### config.mk
export PLATFORM = sky130hd
export DESIGN_NAME = sra_carry_unit
export DESIGN_NICKNAME = d
export VERILOG_FILES = /design/src/rtl/sra_pkg.sv /design/src/rtl/sra_amt_sel.sv /design/src/rtl/sra_core.sv /design/src/rtl/sra_cond_gen.sv /design/src/rtl/sra_carry_unit.sv
export SDC_FILE = /design/constraint.sdc
export NUM_CORES = 1
export LEC_CHECK = 0
export ABC_AREA = 1
export BUFFER_PORTS_ARGS = -buffer_cell sky130_fd_sc_hd__buf_2
export CORE_MARGIN = 5
export CORE_UTILIZATION = 55
export DETAILED_ROUTE_END_ITERATION = 12
export GPL_TIMING_DRIVEN = 1
export PLACE_DENSITY = 0.82
export SLEW_MARGIN = 25
export SYNTH_ARGS = -nofsm -noshare
export SYNTH_HDL_FRONTEND = slang
export SYNTH_SLANG_ARGS = --single-unit
### constraint.sdc
create_clock -name clk -period 0.8 [get_ports clk]
set_input_delay 0.08 -clock clk [delete_from_list [all_inputs] [get_ports clk]]
set_output_delay 0.08 -clock clk [all_outputs]
set_load 0.05 [all_outputs]
### src/rtl/sra_pkg.sv
package sra_pkg;

   typedef enum logic {
      AMT_FROM_REG = 1'b0,
      AMT_FROM_IMM = 1'b1
   } amt_src_e;

   typedef struct packed {
      logic neg;
      logic pos;
      logic zero;
      logic so;
   } cond_t;

endpackage

### src/rtl/sra_amt_sel.sv
module sra_amt_sel
   import sra_pkg::*;
#(
   parameter  int DATA_W = 32,
   localparam int SHW    = $clog2(DATA_W)
) (
   input  logic [DATA_W-1:0] amt_reg,
   input  logic [SHW-1:0]    amt_imm,
   input  amt_src_e          mode,
   output logic [SHW-1:0]    amt,
   output logic              sat
);

   localparam int REG_AMT_W = SHW + 1;

   logic [REG_AMT_W-1:0] reg_amt;
   logic                 unused_hi;

   // mask the register operand down to one bit more than the shift index
   assign reg_amt   = amt_reg[REG_AMT_W-1:0];
   assign unused_hi = ^amt_reg[DATA_W-1:REG_AMT_W];

   always_comb begin
      if (mode == AMT_FROM_IMM) begin
         amt = amt_imm;
         sat = 1'b0;
      end else begin
         amt = reg_amt[SHW-1:0];
         sat = reg_amt[SHW];
      end
   end

endmodule

### src/rtl/sra_core.sv
module sra_core #(
   parameter  int DATA_W = 32,
   localparam int SHW    = $clog2(DATA_W)
) (
   input  logic [DATA_W-1:0] src,
   input  logic [SHW-1:0]    amt,
   input  logic              sat,
   output logic [DATA_W-1:0] res,
   output logic              carry
);

   localparam logic [DATA_W-1:0] ONE = {{(DATA_W-1){1'b0}}, 1'b1};

   logic              sign;
   logic [DATA_W-1:0] lost_mask;
   logic [DATA_W-1:0] shifted;
   logic              lost_ones;

   assign sign      = src[DATA_W-1];
   assign lost_mask = (ONE << amt) - ONE;
   assign shifted   = DATA_W'($signed(src) >>> amt);
   assign lost_ones = |(src & lost_mask);

   always_comb begin
      if (sat) begin
         res   = {DATA_W{sign}};
         carry = sign;
      end else begin
         res   = shifted;
         carry = sign & lost_ones;
      end
   end

endmodule

### src/rtl/sra_cond_gen.sv
module sra_cond_gen
   import sra_pkg::*;
#(
   parameter int DATA_W = 32
) (
   input  logic [DATA_W-1:0] res,
   input  logic              rec,
   input  logic              so,
   output cond_t             cond
);

   logic is_neg;
   logic is_zero;

   assign is_neg  = res[DATA_W-1];
   assign is_zero = (res == '0);

   always_comb begin
      cond = '0;
      if (rec) begin
         cond.neg  = is_neg;
         cond.pos  = ~is_neg & ~is_zero;
         cond.zero = is_zero;
         cond.so   = so;
      end
   end

endmodule

### src/rtl/sra_carry_unit.sv
module sra_carry_unit
   import sra_pkg::*;
#(
   parameter  int DATA_W      = 32,
   parameter  bit ENABLE_COND = 1'b1,
   localparam int SHW         = $clog2(DATA_W)
) (
   input  logic              clk,
   input  logic              rst_n,
   input  logic              in_valid,
   input  logic [DATA_W-1:0] in_src,
   input  logic [DATA_W-1:0] in_amt_reg,
   input  logic [SHW-1:0]    in_imm,
   input  logic              in_mode,
   input  logic              in_rec,
   input  logic              in_so,
   output logic              out_valid,
   output logic [DATA_W-1:0] out_res,
   output logic              out_carry,
   output logic [3:0]        out_cond
);

   generate
      if (DATA_W < 8 || (DATA_W & (DATA_W - 1)) != 0) begin : g_bad_width
         $error("sra_carry_unit: DATA_W must be a power of two of at least 8");
      end
   endgenerate

   logic [SHW-1:0]    amt;
   logic              sat;
   logic [DATA_W-1:0] res_d;
   logic              carry_d;
   cond_t             cond_d;

   sra_amt_sel #(.DATA_W(DATA_W)) u_amt_sel (
      .amt_reg (in_amt_reg),
      .amt_imm (in_imm),
      .mode    (amt_src_e'(in_mode)),
      .amt     (amt),
      .sat     (sat)
   );

   sra_core #(.DATA_W(DATA_W)) u_core (
      .src   (in_src),
      .amt   (amt),
      .sat   (sat),
      .res   (res_d),
      .carry (carry_d)
   );

   generate
      if (ENABLE_COND) begin : g_cond
         sra_cond_gen #(.DATA_W(DATA_W)) u_cond (
            .res  (res_d),
            .rec  (in_rec),
            .so   (in_so),
            .cond (cond_d)
         );
      end else begin : g_no_cond
         logic unused_cond_in;
         assign unused_cond_in = in_rec ^ in_so;
         assign cond_d         = '0;
      end
   endgenerate

   always_ff @(posedge clk or negedge rst_n) begin
      if (!rst_n) begin
         out_valid <= 1'b0;
         out_res   <= '0;
         out_carry <= 1'b0;
         out_cond  <= '0;
      end else begin
         out_valid <= in_valid;
         if (in_valid) begin
            out_res   <= res_d;
            out_carry <= carry_d;
            out_cond  <= cond_d;
         end
      end
   end

endmodule

==> metrics.md, run 1 <==
| Metric | Value |
|---|---|
| Area post-placement | roughly 6300 µm² |
| Syn Nets | 897 |
| Initial Util | 56.6% |
| Seq cells post-synth | 38 |
| Vert. Die Dim | 102 µm |
| DP HPWL | about 15000 µm |
| FFs w/ async S/R, synth | 100% |
| Area share of the largest cell type after synthesis | approximately 22% |
| Clock Tree Buf Depth | 2 |
| Netlist cell types | 39 |
| Root Buffer | clkbuf_8 |
| Area leader, netlist | nand2_1 |
| Synth Cell Area | ~4600 µm² |
| Sink Count | 38 |
| Synth warn | 0 |
| Worst_ep kind | register data pin |
| RD Place Congestion | between 1 and 1.5 |
| Pin count of the biggest net entering global routing | 39 |
| Post-synth top cells | nand2_1 (278), nand3_1 (126), nor2_1 (87), inv_1 (56), nand4_1 (40) |
| Worst endpoint, post-GRT repair | out_cond[2]$_DFFE_PN0P_/D |
| Status | aborted with a tool error |
| # H-tree levels | 2 |
| CTS buffer count | 5 |
| IO buf count | 86 |
| Syn_area_per_cell | ~5.7 µm² |
| Cell with the most instances after synthesis | nand2_1 |
| Post-synth EDFFs | 0 |
| Number of I/O pins | 113 |
| Top FF cell, synth | dfrtp_1 |
| Tool error | [ERROR DPL-0038] Utilization greater than 100%, impossible to legalize |
| Cells after synthesis | a little over 800 |
| # rows | 33 |
| Register area share after synthesis | between 20% and 30% |
| Top cells by area, synth | nand2_1 (22%), dfrtp_1 (20%), nand3_1 (14%) |
| Die width | between 100 and 150 µm |
| Fail Step | global routing (5_1_grt) |
## per-stage QoR
step	std cells	setup slack, ns
after floorplan	821	-1.29
after global placement	1117	-1.55
after detailed placement	1117	-1.62
after CTS	1159	-1.07
## logic make-up after synthesis
family	Yosys count	synth area share [%]
buffers and inverters	108	11.2
AND/OR/NAND/NOR	571	54.5
flip-flops	38	20.5
adder cells (fa/ha/maj)	1	0.269
AO/OA/AOI/OAI	103	13.5
## timing repair
action / in CTS
buffers inserted: 30
endpoints found under the hold margin: 38
endpoints found under the setup margin: 72
resized for setup: 221
hold buffers: 1
pin swaps: 48
gates cloned: 3
==> run 2: changes to the inputs <==
- CORE_UTILIZATION: 55 -> 40
- PLACE_DENSITY: 0.82 -> default
- PLACE_DENSITY_LB_ADDON: default -> 0.15
==> run 2 against run 1 <==
Effect of this change:
- the flow now finishes, with violations (negative setup slack)
- synthesized cell count unchanged
- area after synthesis unchanged
==> metrics.md, run 2 <==
| Metric | Value |
|---|---|
| Top FF cell, synth | dfrtp_1 |
| Number of flip-flops in the largest register | 32 |
| FFs w/ async S/R, synth | 100% (unchanged) |
| Crit Path Class | primary input to register |
| Via-per-instance ratio | about 5.6 |
| Met3 usage | 6.44% |
| Status | finished with violations |
| Post-synth EDFFs | 0 (unchanged) |
| Worst-Skew Late Latency | roughly 0.28 ns |
| Reg with most FFs | out_res |
| # H-tree levels | 2 (unchanged) |
| Post-Route WL | ~22000 µm |
| Crit start category | primary input |
| Core Util, Final | between 70% and 80% |
| Peak fanout along the critical path | 8 |
| Max VDD drop | ~1.5 mV |
| Violated checks | negative setup slack |
| Synth warn | 0 (unchanged) |
| Seq cells post-synth | 38 (unchanged) |
| Crit path capture type | register |
| Setup TNS Final | -34.55 ns |
| Initial Util | 40.7% (-16 points) |
| Final Cycle Share | 247% |
| Crit path DAT | about 2.2 ns |
| WL/cell | 17.3 µm |
| IO buf count | 86 (unchanged) |
| Measured slew at the worst slew-check pin | 0.444 ns |
| CTS buffer count | 5 (unchanged) |
| Met1 GRT Util | 41.8% |
| Register area share after synthesis | 20.5% (unchanged) |
| Regs by FF count | out_res: 32 flops, out_cond: 4 flops |
| Worst setup margin | -1.18 ns |
| Worst slack at placement | -1.66 ns (-0.0411 ns) |
| Netlist cell types | 39 (unchanged) |
| Top cells by area, synth | nand2_1 (22%), dfrtp_1 (20%), nand3_1 (14%) |
| Sink Count | 38 (unchanged) |
| Vias in the first global route | 6734 |
| Worst Skew | 0 ns |
| First-pass GRT wire length | around 34000 µm |
| Via count | roughly 7100 |
| Max transition margin | 70.3% |
| DIE AREA | 13900 µm² |
| RSZ-0062 raised after global routing | yes |
| Cells after synthesis | 821 (unchanged) |
| Min Tclk post-route | ~2 ns |
| Die width | 118 µm (+16%) |
| GR Util All Layers | between 20% and 30% |
| RR Startpoint | out_res[30]$_DFFE_PN0P_ |
| Worst hold path type | primary input to register |
| Pwr dens | roughly 1500 nW/µm² |
| Root Buffer | clkbuf_16 |
| Pin count of the biggest net entering global routing | 39 |
| Pins Over Slew Limit | 0 |
| Max Freq | between 0.5 and 0.6 GHz |
| Area share of the largest cell type after synthesis | 22.4% (unchanged) |
| Remaining routing DRC violations | 0 |
| DP HPWL | 15700 µm (+7.1%) |
| Reg clk slew, reported paths | 0.06 ns |
| Worst Hold Launch | in_so |
| Finish-stage setup viols | 72 |
| Area leader, netlist | nand2_1 |
| Cell with the most instances after synthesis | nand2_1 |
| Antenna viol nets, final | 0 |
| Commonest non-fill, non-tap cell in the layout | nand2_1 |
| CP startpoint | in_mode |
| Most frequent cells in the layout | nand2_1 (219), buf_4 (210), nand3_1 (83) |
| TritonRoute pass-1 iters | 7 |
| Overflow after GRT | 0 |
| RD Place Congestion | 1.08 (+2.5%) |
| Static Leak | approximately 4.5 nW |
| MaxCap Viol Count | 0 |
| Area grow syn2layout | 85.6% |
| Core ar. | ~11000 µm² |
| Number of I/O pins | 113 (unchanged) |
| Ant. Diodes | 0 |
| Syn Nets | 897 (unchanged) |
| Post-synth top cells | nand2_1 (278), nand3_1 (126), nor2_1 (87), inv_1 (56), nand4_1 (40) |
| Vert. Die Dim | 118 µm (+16%) |
| # rows | 39 (+18%) |
| CTS tree | yes |
| Clock Tree Buf Depth | 2 (unchanged) |
| Ratio of cells with drive above 1 in the final layout | approximately half |
| Synth Cell Area | 4650 µm² (unchanged) |
| Fin. Hold Viols | 0 |
| Data required time of the critical path | ~0.97 ns |
| Top Usage Layer GRT | met2 |
| Syn_area_per_cell | 5.66 µm² (unchanged) |
| Final #Nets | approximately 1200 |
| Initial DRC count | between 600 and 700 |
| Grt met2 use | a little under half |
| Initial antenna violation count | 0 |
## run 2: stage by stage
stage	cells	total power, W	hold WS [ns]	area [µm²]
after detailed placement	1187	0.00820	0.0678	6620
after global placement	1187	0.00816	0.0562	6620
final	1265	0.0130	0.0139	8630
after CTS	1236	0.0122	0.0145	8070
after floorplan	821	0.00591	-0.216	4780
after global routing	1265	0.0136	0.0131	8630
## run 2: worst paths after layout
check / endpoint / slack [ns] / cells past startpoint
worst max-delay path: out_carry$_DFFE_PN0P_ / -1.18 / 19
worst min-delay path: out_cond[0]$_DFFE_PN0P_ / 0.01 / 2
worst max register to register: out_res[30]$_DFFE_PN0P_ / -0.03 / 3
worst min register to register: out_res[0]$_DFFE_PN0P_ / 0.50 / 2
max in group asynchronous: out_cond[3]$_DFFE_PN0P_ / 0.29 / 3
min in group asynchronous: out_res[9]$_DFFE_PN0P_ / 0.30 / 3
## run 2: logic make-up after synthesis
family / after synthesis / share of synthesized area [%]
flip-flops: 38 / 20.5
buffers and inverters: 108 / 11.2
AND/OR/NAND/NOR: 571 / 54.5
adder cells (fa/ha/maj): 1 / 0.269
AO/OA/AOI/OAI: 103 / 13.5
## run 2: layout make-up
cell class / count / area [µm²]
Clock buffer: 6 / 139
Multi-Input combinational cell: 675 / 4020
Clock inverter: 2 / 60.1
Sequential cell: 38 / 955
Tap cell: 143 / 179
Timing Repair Buffer: 341 / 3040
Inverter: 60 / 239
Fill cell: 897 / 2790
## run 2: timing repair
action                                  4_1_cts  5_1_grt
hold buffers                                  2        0
hold endpoints to repair                     39        0
endpoints found under the setup margin       72       72
setup buffers                                34       27
pin swaps                                    82       43
cloned                                        5        2
resized for setup                           237       90
## run 2: metal layers
layer / share of wire, % / up-vias
li1: - / 3360
met1: 44 / 3254
met2: 45 / 397
met3: 9.6 / 53
met4: 1.8 / 0
met5: 0 / -
## run 2: power by group
part           internal, W  leakage (nW)  switching [W]
clock              0.00187        0.0971       0.000835
sequential         0.00219         0.448       0.000200
combinational      0.00339          3.93        0.00448
## run 2: critical path, stage by stage
cell      delay (ns)
buf_12          0.12
buf_6           0.12
nand2_4         0.07
nand2_8         0.10
buf_12          0.16
nor2_4          0.13
nand4_1         0.25
buf_4           0.23
nand2_2         0.05
inv_2           0.04
nand2_2         0.07
nor2_2          0.05
nand4_1         0.12
nand2_1         0.06
nand3b_1        0.16
nor2_1          0.11
nand3_1         0.10
nand2_1         0.08
nand2_1         0.05
Power figures use the tool's default switching activity.
==> run 3: changes to the inputs <==
- ABC_AREA: 1 -> default
==> run 3 against run 2 <==
Effect of this change:
- the run still ends with negative setup slack left
- total power increased by 1.5%
- final cell count decreased by 21%
- clock skew stayed put
- fmax is 18% lower
- worst setup slack worse by 0.44 ns
- register-to-register slack worse by 0.17 ns
- via count decreased by 7.0%
==> metrics.md, run 3 <==
| Metric | Value |
|---|---|
| Fillers | 685 (-24%) |
| Synth Cell Area | 4470 µm² (-3.9%) |
| Register area share after synthesis | 21.3% (+0.83 points) |
| Max Freq | 0.413 GHz (-18%) |
| Number of I/O pins | 113 (unchanged) |
| Vert. Die Dim | 116 µm (-1.8%) |
| Worst setup margin | -1.62 ns (-0.443 ns) |
| Initial Util | 41.0% (+0.32 points) |
| Peak fanout along the critical path | 5 (-3) |
| Ant. Diodes | 0 (unchanged) |
| Worst slack at placement | -2.21 ns (-0.554 ns) |
| Seq cells post-synth | 38 (unchanged) |
| WL/cell | 24.4 µm (+41%) |
| Pin count of the biggest net entering global routing | 55 (+41%) |
| Measured slew at the worst slew-check pin | 0.602 ns (+0.159 ns) |
| Max VDD drop | 1.02 mV (-31%) |
| Cells after synthesis | 523 (-36%) |
| Area grow syn2layout | 91.5% |
| TritonRoute pass-1 iters | 8 (+1) |
| Overflow after GRT | 0 (unchanged) |
| Syn_area_per_cell | 8.54 µm² (+51%) |
| Final #Nets | 940 (-21%) |
| Netlist cell types | 73 (+87%) |
| Reg area | 955 µm² (unchanged) |
| Syn Nets | 599 (-33%) |
| Pwr dens | 1540 nW/µm² (+2.4%) |
| Number of flip-flops in the largest register | 32 (unchanged) |
| Max transition margin | 59.3% (-11 points) |
| Crit path capture type | register |
| CTS buffer count | 5 (unchanged) |
| Static Leak | 3.79 nW (-15%) |
| Pins Over Slew Limit | 0 (unchanged) |
| Finish-stage setup viols | 72 (unchanged) |
| Core ar. | 10900 µm² (-4.6%) |
| Reg clk slew, reported paths | 0.09 ns (+0.03 ns) |
| Worst hold path type | primary input to register |
| FFs w/ async S/R, synth | 100% (unchanged) |
| Reg with most FFs | out_res |
| Sink Count | 38 (unchanged) |
| Area share of the largest cell type after synthesis | 21.3% (-1.2 points) |
| Remaining routing DRC violations | 0 (unchanged) |
| Final Cycle Share | 303% (+55 points) |
| Fin. Hold Viols | 0 (unchanged) |
| RD Place Congestion | 1.00 (-6.6%) |
| Commonest non-fill, non-tap cell in the layout | buf_4 |
| Die width | 116 µm (-1.8%) |
| Register-to-Register Path Depth | 3 (unchanged) |
| RSZ-0062 raised after global routing | yes |
| GR Util All Layers | 33.8% (+4.3 points) |
| Area leader, netlist | dfrtp_1 |
| Violated checks | negative setup slack |
| Clock Tree Buf Depth | 2 (unchanged) |
| Core Util, Final | 78.6% (+3.0 points) |
| Worst-Skew Late Latency | 0.30 ns (+0.02 ns) |
| # H-tree levels | 2 (unchanged) |
| Root Buffer | clkbuf_8 |
| Status | finished with violations |
| Min Tclk post-route | 2.42 ns (+0.443 ns) |
| Initial DRC count | 821 (+21%) |
| Antenna viol nets, final | 0 (unchanged) |
| Crit start category | primary input |
| Post-synth EDFFs | 0 (unchanged) |
| Crit path DAT | 2.67 ns (+0.52 ns) |
| Ratio of cells with drive above 1 in the final layout | 63.0% (+13 points) |
| Hold path depth | 3 (+1) |
| Most frequent cells in the layout | buf_4 (227), buf_6 (86), nor2_1 (50) |
| Cell with the most instances after synthesis | nor2_1 |
| Post-Route WL | 24500 µm (+12%) |
| Via count | 6573 (-7.0%) |
| IO buf count | 86 (unchanged) |
| Tot Pwr | 0.0132 W (+1.5%) |
| DP HPWL | 16100 µm (+3.0%) |
| Top FF cell, synth | dfrtp_1 |
| MaxCap Viol Count | 0 (unchanged) |
| First-pass GRT wire length | 35100 µm (+3.3%) |
| Via-per-instance ratio | 6.54 (+17%) |
| # rows | 38 (-2.6%) |
| Worst Skew | 0 ns (unchanged) |
| Area of the multi-input gates | 4050 µm² (+0.93%) |
| Data required time of the critical path | 1.04 ns (+0.07 ns) |
| Post-synth top cells | nor2_1 (64), nand2_1 (51), a21oi_1 (46), dfrtp_1 (38) |
| DIE AREA | 13400 µm² (-3.6%) |
| Top cells by area, synth | dfrtp_1 (21%), mux4_2 (16%), mux2i_1 (6.9%) |
| Crit Path Class | primary input to register |
| Vias in the first global route | 6366 (-5.5%) |
| Synth warn | 0 (unchanged) |
| Initial antenna violation count | 0 (unchanged) |
| Regs by FF count | out_res: 32 flops, out_cond: 4 flops |
| CTS tree | yes |
[run 3: changes by cell type in the layout (fill, tap and decap cells not counted), sizes merged, moves of 34 or more]
cell	previous run	this run
nand2	286	51
nand3	126	27
inv	59	8
buf	336	372
nand4	40	5
mux2i	0	34
[run 3: worst paths after layout]
kind | from | slack (ns) | endpoint
setup / recovery | in_mode | -1.62 | out_cond[1]$_DFFE_PN0P_
hold / removal | in_rec | 0.08 | out_cond[3]$_DFFE_PN0P_
setup reg to reg | out_carry$_DFFE_PN0P_ | -0.20 | out_carry$_DFFE_PN0P_
hold reg to reg | out_res[31]$_DFFE_PN0P_ | 0.54 | out_res[31]$_DFFE_PN0P_
max in group asynchronous | rst_n | 0.30 | out_res[31]$_DFFE_PN0P_
min in group asynchronous | rst_n | 0.29 | out_carry$_DFFE_PN0P_
[run 3: routing by layer]
layer  track usage [%]  up-vias  part of all wire [%]
met4              11.7        0                   6.6
met3              6.27      160                    11
met5              2.22        -                     0
met2              56.1      535                    45
li1                  -     2727                     -
met1              44.2     3151                    37
[run 3: timing repair]
action                                 in CTS  in global routing
setup buffers                              63                 30
endpoints found under the hold margin      38                  0
gates cloned                                1                  3
pin swaps                                  45                 32
setup endpoints to repair                  72                 72
gates resized for setup                   212                 81
hold buffers                                1                  0
[run 3: power by group]
group | internal [W] | total [W] | switching, W
Clock | 0.00125 | 0.00209 | 0.000834
Sequential | 0.00219 | 0.00239 | 0.000202
Combinational | 0.00416 | 0.00868 | 0.00453
[run 3: metrics by stage]
step / setup TNS, ns / cell area, µm² / hold WS, ns / instances
6_report: -44.35 / 8550 / 0.0770 / 1005
3_3_place_gp: -53.47 / 6640 / 0.0576 / 923
3_5_place_dp: -54.50 / 6640 / 0.0659 / 923
5_1_grt: -46.52 / 8550 / 0.0955 / 1005
2_1_floorplan: -36.06 / 4650 / -0.216 / 523
4_1_cts: -42.43 / 8030 / 0.0593 / 988
[run 3: cells by family (layout without fill, tap and decap cells)]
| logic type | after synthesis | count (layout) | share of synthesized area, % |
|---|---|---|---|
| XOR/XNOR | 5 | 5 | 0.980 |
| adder cells (fa/ha/maj) | 1 | 1 | 0.280 |
| buffers and inverters | 52 | 393 | 5.68 |
| flip-flops | 38 | 38 | 21.3 |
| AND/OR/NAND/NOR | 191 | 191 | 20.8 |
| AO/OA/AOI/OAI | 157 | 157 | 23.3 |
| multiplexers | 79 | 80 | 27.7 |
[run 3: final cells by class]
cell class / count / share of cell area, %
Multi-Input combinational cell: 434 / 47.4
Timing Repair Buffer: 375 / 37.4
Sequential cell: 38 / 11.2
Tap cell: 140 / 2.05
Clock buffer: 5 / 0.804
Clock inverter: 3 / 0.804
Inverter: 10 / 0.439
[run 3: worst max-delay path, cell delays in order]
cell	delay [ns]
buf_12	0.11
mux2i_4	0.27
buf_12	0.16
buf_12	0.11
mux4_2	0.55
mux2i_2	0.25
buf_4	0.17
nand4_1	0.19
nand2_2	0.14
a31oi_4	0.09
nor4_4	0.31
a32o_1	0.21
